## src/rtl/pmc_smi_pkg.sv

```systemverilog
package pmc_smi_pkg;
  typedef enum logic [1:0] {
    APM_IDLE     = 2'd0,
    APM_ACPI_ON  = 2'd1,
    APM_ACPI_OFF = 2'd2,
    APM_TRAP     = 2'd3
  } apm_kind_t;
endpackage

```

## src/rtl/pmc_rst_sync.sv

```systemverilog
module pmc_rst_sync (
  input  logic clk,
  input  logic rst_n,
  output logic srst_n
);
  logic [1:0] sync_q;

  always_ff @(posedge clk or negedge rst_n) begin
    if (!rst_n) sync_q <= 2'b00;
    else        sync_q <= {sync_q[0], 1'b1};
  end

  assign srst_n = sync_q[1];
endmodule

```

## src/rtl/pmc_apm_decode.sv

```systemverilog
module pmc_apm_decode
  import pmc_smi_pkg::*;
#(
  parameter int unsigned     CMD_W   = 8,
  parameter logic [CMD_W-1:0] ON_CMD  = 8'hF1,
  parameter logic [CMD_W-1:0] OFF_CMD = 8'hF0
) (
  input  logic             valid,
  input  logic [CMD_W-1:0] cmd,
  output apm_kind_t        kind
);
  always_comb begin
    if (!valid)              kind = APM_IDLE;
    else if (cmd == ON_CMD)  kind = APM_ACPI_ON;
    else if (cmd == OFF_CMD) kind = APM_ACPI_OFF;
    else                     kind = APM_TRAP;
  end
endmodule

```

## src/rtl/pmc_pm_ctl_reg.sv

```systemverilog
module pmc_pm_ctl_reg
  import pmc_smi_pkg::*;
#(
  parameter int unsigned W        = 16,
  parameter int unsigned SCI_BIT  = 0,
  parameter int unsigned LOCK_BIT = 4
) (
  input  logic         clk,
  input  logic         rst_n,
  input  logic         wr_en,
  input  logic [W-1:0] wdata,
  input  apm_kind_t    kind,
  input  logic         ld_en,
  input  logic [W-1:0] ld_data,
  output logic [W-1:0] q,
  output logic         lock,
  output logic         sci
);
  localparam logic [W-1:0] ONE  = {{(W-1){1'b0}}, 1'b1};
  localparam logic [W-1:0] KEEP = (ONE << SCI_BIT) | (ONE << LOCK_BIT);

  logic [W-1:0] d;
  logic         acpi_cmd;
  logic         upd;

  assign acpi_cmd = (kind == APM_ACPI_ON) || (kind == APM_ACPI_OFF);
  assign upd      = ld_en || wr_en || acpi_cmd;

  always_comb begin
    d = q;
    if (ld_en) begin
      d = ld_data & KEEP;
    end else begin
      if (wr_en) begin
        d = wdata & KEEP;
        if (q[LOCK_BIT]) d[LOCK_BIT] = 1'b1;
      end
      if (kind == APM_ACPI_ON)       d[SCI_BIT] = 1'b1;
      else if (kind == APM_ACPI_OFF) d[SCI_BIT] = 1'b0;
    end
  end

  always_ff @(posedge clk or negedge rst_n) begin
    if (!rst_n)   q <= '0;
    else if (upd) q <= d;
  end

  assign lock = q[LOCK_BIT];
  assign sci  = q[SCI_BIT];
endmodule

```

## src/rtl/pmc_smi_en_reg.sv

```systemverilog
module pmc_smi_en_reg #(
  parameter int unsigned W       = 32,
  parameter int unsigned GBL_BIT = 0
) (
  input  logic         clk,
  input  logic         rst_n,
  input  logic         wr_en,
  input  logic [W-1:0] wdata,
  input  logic         locked,
  input  logic         ld_en,
  input  logic [W-1:0] ld_data,
  output logic [W-1:0] q
);
  logic [W-1:0] d;
  logic         upd;

  assign upd = ld_en || wr_en;

  always_comb begin
    if (ld_en) begin
      d = ld_data;
    end else begin
      d = wdata;
      if (locked) d[GBL_BIT] = q[GBL_BIT];
    end
  end

  always_ff @(posedge clk or negedge rst_n) begin
    if (!rst_n)   q <= '0;
    else if (upd) q <= d;
  end
endmodule

```

## src/rtl/pmc_smi_pulse.sv

```systemverilog
module pmc_smi_pulse
  import pmc_smi_pkg::*;
(
  input  logic      clk,
  input  logic      rst_n,
  input  apm_kind_t kind,
  input  logic      trap_en,
  output logic      smi_req
);
  logic smi_d;

  assign smi_d = (kind == APM_TRAP) && trap_en;

  always_ff @(posedge clk or negedge rst_n) begin
    if (!rst_n) smi_req <= 1'b0;
    else        smi_req <= smi_d;
  end
endmodule

```

## src/rtl/pmc_smi_ctl.sv

```systemverilog
module pmc_smi_ctl
  import pmc_smi_pkg::*;
#(
  parameter int unsigned      CMD_W    = 8,
  parameter logic [CMD_W-1:0] ON_CMD   = 8'hF1,
  parameter logic [CMD_W-1:0] OFF_CMD  = 8'hF0,
  parameter int unsigned      ADDR_W   = 2,
  parameter int unsigned      SMI_W    = 32,
  parameter int unsigned      PM_W     = 16,
  parameter int unsigned      TRAP_BIT = 5,
  parameter int unsigned      GBL_BIT  = 0,
  parameter int unsigned      SCI_BIT  = 0,
  parameter int unsigned      LOCK_BIT = 4
) (
  input  logic              clk,
  input  logic              rst_n,
  input  logic              apm_wr,
  input  logic [CMD_W-1:0]  apm_cmd,
  input  logic              reg_wr,
  input  logic [ADDR_W-1:0] reg_addr,
  input  logic [SMI_W-1:0]  reg_wdata,
  output logic [SMI_W-1:0]  reg_rdata,
  input  logic              rs_load,
  input  logic [SMI_W-1:0]  rs_smi_en,
  input  logic [PM_W-1:0]   rs_pm_ctl,
  output logic              smi_req,
  output logic              sci_en
);
  localparam logic [ADDR_W-1:0] ADDR_SMI = ADDR_W'(0);
  localparam logic [ADDR_W-1:0] ADDR_PM  = ADDR_W'(1);
  localparam int unsigned       PAD_W    = SMI_W - PM_W;

  logic             srst_n;
  apm_kind_t        kind;
  logic             wr_smi;
  logic             wr_pm;
  logic [SMI_W-1:0] smi_en_q;
  logic [PM_W-1:0]  pm_q;
  logic             lock_q;

  assign wr_smi = reg_wr && (reg_addr == ADDR_SMI);
  assign wr_pm  = reg_wr && (reg_addr == ADDR_PM);

  pmc_rst_sync u_rst (
    .clk    (clk),
    .rst_n  (rst_n),
    .srst_n (srst_n)
  );

  pmc_apm_decode #(
    .CMD_W   (CMD_W),
    .ON_CMD  (ON_CMD),
    .OFF_CMD (OFF_CMD)
  ) u_dec (
    .valid (apm_wr),
    .cmd   (apm_cmd),
    .kind  (kind)
  );

  pmc_pm_ctl_reg #(
    .W        (PM_W),
    .SCI_BIT  (SCI_BIT),
    .LOCK_BIT (LOCK_BIT)
  ) u_pm (
    .clk     (clk),
    .rst_n   (srst_n),
    .wr_en   (wr_pm),
    .wdata   (reg_wdata[PM_W-1:0]),
    .kind    (kind),
    .ld_en   (rs_load),
    .ld_data (rs_pm_ctl),
    .q       (pm_q),
    .lock    (lock_q),
    .sci     (sci_en)
  );

  pmc_smi_en_reg #(
    .W       (SMI_W),
    .GBL_BIT (GBL_BIT)
  ) u_smi (
    .clk     (clk),
    .rst_n   (srst_n),
    .wr_en   (wr_smi),
    .wdata   (reg_wdata),
    .locked  (lock_q),
    .ld_en   (rs_load),
    .ld_data (rs_smi_en),
    .q       (smi_en_q)
  );

  pmc_smi_pulse u_pulse (
    .clk     (clk),
    .rst_n   (srst_n),
    .kind    (kind),
    .trap_en (smi_en_q[TRAP_BIT]),
    .smi_req (smi_req)
  );

  always_comb begin
    case (reg_addr)
      ADDR_SMI: reg_rdata = smi_en_q;
      ADDR_PM:  reg_rdata = {{PAD_W{1'b0}}, pm_q};
      default:  reg_rdata = '0;
    endcase
  end
endmodule

```

## config.mk

```make
export PLATFORM = sky130hd
export DESIGN_NAME = pmc_smi_ctl
export DESIGN_NICKNAME = d
export VERILOG_FILES = /design/src/rtl/pmc_smi_pkg.sv /design/src/rtl/pmc_rst_sync.sv /design/src/rtl/pmc_apm_decode.sv /design/src/rtl/pmc_pm_ctl_reg.sv /design/src/rtl/pmc_smi_en_reg.sv /design/src/rtl/pmc_smi_pulse.sv /design/src/rtl/pmc_smi_ctl.sv
export SDC_FILE = /design/constraint.sdc
export NUM_CORES = 1
export LEC_CHECK = 0
export ABC_AREA = 1
export ABC_CLOCK_PERIOD_IN_PS = 1330
export BUFFER_PORTS_ARGS = -buffer_cell sky130_fd_sc_hd__buf_2
export CORE_MARGIN = 5
export CORE_UTILIZATION = 43
export CTS_CLUSTER_SIZE = 30
export DETAILED_ROUTE_END_ITERATION = 8
export PLACE_DENSITY = 0.8
export SYNTH_ARGS = -nofsm -noshare
export SYNTH_HDL_FRONTEND = slang
export SYNTH_SLANG_ARGS = --single-unit
```

## constraint.sdc

```tcl
create_clock -name clk -period 1.33 [get_ports clk]
set_clock_uncertainty 0.1 [all_clocks]
set_input_delay 0 -clock clk [delete_from_list [all_inputs] [get_ports clk]]
set_output_delay 0 -clock clk [all_outputs]
set_load 0.005 [all_outputs]
```

-- Yosys cells after proc, flatten, opt, wreduce, memory -nomap -nowiden
Cells that the tools add are included.
- bits in registers: 51
- input port bits: 95
- output and inout bits: 34
- logic and storage cells: 37
- eq/ne operators: 7
- multiplexer cells: 11
- reductions and logical operators: 13
- operators by type and width (cell ; number):
    $pmux 32 s2 ; 1
    $mux 16 ; 2
    $mux 32 ; 1
    $eq 8x8->1 const B ; 2
    $reduce_and 2->1 ; 3
    $mux 1 ; 5
    $eq 2x1->1 const B ; 2
    $eq 2x2->1 const B ; 2
    $logic_or 1x1->1 ; 4
    $mux 2 ; 2
    $reduce_bool 4->1 ; 1
    $logic_and 1x1->1 ; 3
    $logic_not 2->1 ; 1
    $ne 2x2->1 const B ; 1
    $reduce_bool 2->1 ; 1

-- Logic depth before layout (Yosys ltp)
- depth after elaboration: 8
- depth in mapped cells: 9
- depth with buffers taken out: 9

-- By module
Synthesis repeated with hierarchy kept, for this count alone.
- cell total of the unflattened synthesis: 338
- area total of the unflattened synthesis: 2382.3 µm²
- modules (own cells, without submodules) (module ; times used ; cells each ; area each (µm²) ; seq. area each (µm²)):
    pmc_smi_en_reg ; 1 ; 181 ; 1521.5 ; 800.8
    pmc_smi_ctl ; 1 ; 92 ; 421.7 ; 0.0
    pmc_pm_ctl_reg ; 1 ; 39 ; 274.0 ; 50.0
    pmc_apm_decode ; 1 ; 19 ; 72.6 ; 0.0
    pmc_rst_sync ; 1 ; 3 ; 53.8 ; 50.0
    pmc_smi_pulse ; 1 ; 4 ; 38.8 ; 25.0

-- Worst setup path before layout
Ideal clock, no wire load.
- path kind: reg2reg
- start point: register u_pm.q[4]
- end point: register u_smi.q[0]
- library setup time: 0.082 ns
- data arrival time: 0.710 ns
- data required time: 1.148 ns
- slack: 0.438 ns
- stages on the path, launching flop included: 4
- path buffers: 0
- clock period less this slack: 0.892 ns
- cells stage by stage: dfrtp_1 a21oi_1 nor2_1 a31oi_1
- cells in the longest elaborated chain, start to end: 2
- ends and longest elaborated chain (what ; line ; text):
    start: declaration ; pmc_pm_ctl_reg.sv:15 ; output logic [W-1:0] q,
    start signal: assignment ; pmc_pm_ctl_reg.sv:44 ; if (!rst_n) q <= '0;
    start signal: assignment ; pmc_pm_ctl_reg.sv:45 ; else if (upd) q <= d;
    $ne 2x2->1 (no line) ; - ;
    $reduce_and 2->1 (no line) ; - ;
    end signal: assignment ; pmc_smi_en_reg.sv:29 ; if (!rst_n) q <= '0;
    end signal: assignment ; pmc_smi_en_reg.sv:30 ; else if (upd) q <= d;
    end: declaration ; pmc_smi_en_reg.sv:12 ; output logic [W-1:0] q
Every way passes these cells.
A chain may end at the register's enable or synchronous reset.

==> reports/summary.log <==
INFO  setup_path     reg2reg_to=u_smi.q[30]$_DFFE_PN0P_
INFO  detailed_routing via_per_inst=4.78
INFO  grt            grt_pass1_wl=11.3mm
INFO  clocking       clk_transition_reported_paths=0.07ns
INFO  timing         fmaxAchievable=746MHz
INFO  floorplanning  floorplan.rows=25
INFO  timing         finalCritPeriodShare=101%
INFO  detailed_routing vias=2633
INFO  clocking       ctsLongestPathBuffers=2
INFO  grt            grt_overflow=0
INFO  worst_hold_path hold_path_end=u_smi.q[4]$_DFFE_PN0P_
INFO  timing         holdWs=-0.0246ns
INFO  synthesis      ys_seq_elements=37
INFO  clocking       cts_tree=yes
INFO  floorplanning  die_w=80.5µm
INFO  status         failed_checks=hold timing, setup timing
INFO  worst_hold_path hold_depth=4
INFO  clocking       clock-root-buffer=clkbuf_8
INFO  setup_path     startpoint_of_the_worst_slack_reg_to_reg_timing_path=u_smi.q[30]$_DFFE_PN0P_
INFO  grt            grt_antenna_before_repair=0
INFO  synthesis      cell_variety_after_synth=21
INFO  finish         top_library_cells_by_usage_in_the_layout_fill_and_taps_aside=113 x buf_2, 82 x nand2_1, 67 x dlygate4sd3_1
INFO  finish         finalNonFillerCells=551
INFO  detailed_routing detailedRoute.firstPassIterationCount=4
INFO  grt            gr-usage-all-layers=22.3%
INFO  floorplanning  fp.dieArea=6480µm²
INFO  floorplanning  placeableCoreArea=4790µm²
INFO  setup_path     timing.reg2reg.worst_path_depth=3
INFO  worst_hold_path holdCritStartpoint=reg_wr
INFO  finish         mostFrequentLayoutCell=buf_2
INFO  floorplanning  floorplan.initialDensity=44.7%
INFO  floorplanning  io-pin-count=129
INFO  detailed_routing count_of_antenna_violating_nets_left_after_detailed_routing=0
INFO  power          design_power_total=2.94mW
INFO  detailed_routing drt-initial-drc-count=120
INFO  detailed_routing drc_errors=0
INFO  timing         slew_violations=0
INFO  setup_path     cp_max_fo=2
INFO  finish         drive_gt1_share=31.7%
INFO  synthesis      yosysWarningCount=0
INFO  timing         finalHoldViolations=1
INFO  setup_path     crit_required=1.39ns
INFO  place          half_perimeter_wire_length_after_placement=4.26mm
INFO  synthesis      post_synth_instance_area=2140µm²
INFO  detailed_routing routed_wire_length_per_instance=13.5µm
INFO  setup_path     critical_path.endpoint_type=flip-flop
INFO  finish         nNetsFinal=576
INFO  timing         fin_ws=-0.00993ns
INFO  timing         finalCriticalPeriod=1.34ns
INFO  clocking       ctsHtreeMaxLevel=2
INFO  setup_path     critPathArrivalTime=1.40ns
INFO  detailed_routing finalWirelength=7.44mm
INFO  synthesis      synth_area_per_cell=7.34µm²
INFO  synthesis      postSynthCellCount=291
INFO  clocking       cts-buffers-inserted=5
INFO  grt            grt_start_max_net_pins=27
INFO  timing         setup_violations=1
INFO  finish         utilization=76.3%
INFO  setup_path     timing.critical_path.from_type=flip-flop
INFO  place          place.port_buffers=114
INFO  grt            first_global_vias=2577
INFO  worst_hold_path worst_hold_path_class=in -> reg
INFO  power          power.static_leakage=1.98nW
INFO  place          dp_worst_setup_slack=0.205ns
INFO  finish         layout-area-overhead-vs-synth=70.8%
INFO  flow_run       max_cap_viol_count=0
INFO  power          power_per_cell_area=807nW/µm²
INFO  power          vdd.ir_drop.worst=506µV
INFO  place          globalplace.congestion=0.769
INFO  floorplanning  die_height=80.5µm
INFO  clocking       clock_sink_count=37
INFO  place          dp.cells=465
INFO  timing         rsz0062_at_grt=yes
INFO  clocking       clkLatencyLatePin=0.28ns
INFO  setup_path     setup.reg_to_reg.worst_slack=-0.01ns
INFO  synthesis      syn_nets=386
INFO  status         status=finished, violations left
INFO  synthesis      synth_seq_area_share=43.3%
INFO  setup_path     criticalPathCategory=reg -> reg
## cell type report
| cell class | instances | area, µm² |
|---|---|---|
| timing repair buffer | 199 | 1460 |
| fill | 347 | 1140 |
| multi-input combinational | 198 | 941 |
| sequential | 37 | 926 |
| inverter | 40 | 158 |
| tap | 67 | 83.8 |
| clock buffer | 8 | 80.1 |
| antenna | 2 | 5.00 |
## timing repair
item,in CTS,in global routing
gates resized for setup,0,8
setup buffers,0,6
hold buffers,69,5
endpoints found under the hold margin,37,5
setup endpoints to repair,0,12
## power by group
part	switching [mW]	total (mW)	internal, mW
clock	0.356	0.728	0.372
sequential	0.0722	1.33	1.26
combinational	0.400	0.888	0.488
total	0.829	2.94	2.11
## cell families after synthesis
group | synth area share [%]
compound gates | 14.2
flops | 43.3
buf+inv | 12.8
other cells | 0.175
simple gates | 29.6
## cells in the mapped netlist
cell	n	area [µm²]
a31oi_2	11	138
a21oi_1	1	5.00
or2_2	1	6.26
buf_6	6	67.6
nor2_2	1	6.26
nand4_1	2	12.5
a211oi_1	1	7.51
nand2_1	82	308
a31oi_1	21	131
inv_1	38	143
buf_4	1	7.51
a21oi_4	1	16.3
o21ai_0	1	5.00
nor2_1	66	248
inv_2	1	3.75
conb_1	1	3.75
dfrtp_1	37	926
nand3_1	8	40.0
buf_2	9	45.0
nor2_4	1	11.3
inv_4	1	6.26
## critical path, cell delays in order, from the launching register on
cell and delay [ns]:
dfrtp_1 0.40, nor2_2 0.12, a31oi_2 0.05, dlygate4sd3_1 0.56
## per-layer routing
| layer | track usage (%) | up-vias | share of wire, % |
|---|---|---|---|
| li1 | - | 1284 | - |
| met1 | 24.5 | 1218 | 37 |
| met2 | 42.6 | 117 | 55 |
| met3 | 3.48 | 14 | 6.5 |
| met4 | 8.11 | 0 | 1.9 |
| met5 | 0 | - | 0 |
## metrics by stage
stage	TNS [ns]	cell area (µm²)
floorplan	0	2140
CTS	0	3550
detailed placement	0	2780
finish	-0.00993	3650
global route	-0.0696	3640
global placement	0	2780
## state kept, by name, indices dropped and copies added (netlist names)
signal	flops
u_smi.q	32
u_pm.q	2
u_rst.sync_q	2
u_pulse.smi_req	1
## worst max-delay path by stage
stage | depth (start not counted) | endpoint | startpoint | slack [ns]
detailed placement | 7 | u_smi.q[17]$_DFFE_PN0P_ | reg_addr[1] | 0.21
finish | 3 | u_smi.q[30]$_DFFE_PN0P_ | u_smi.q[30]$_DFFE_PN0P_ | -0.01
global route | 8 | u_smi.q[30]$_DFFE_PN0P_ | reg_addr[1] | -0.03
CTS | 3 | u_smi.q[30]$_DFFE_PN0P_ | u_smi.q[30]$_DFFE_PN0P_ | 0.01
floorplan | 0 | u_pm.q[0]$_DFFE_PN0P_ | u_rst.sync_q[1]$_DFF_PN0_ | 0.12
global placement | 7 | u_pm.q[0]$_DFFE_PN0P_ | rs_load | 0.25
(Power assumes the default switching activity.)
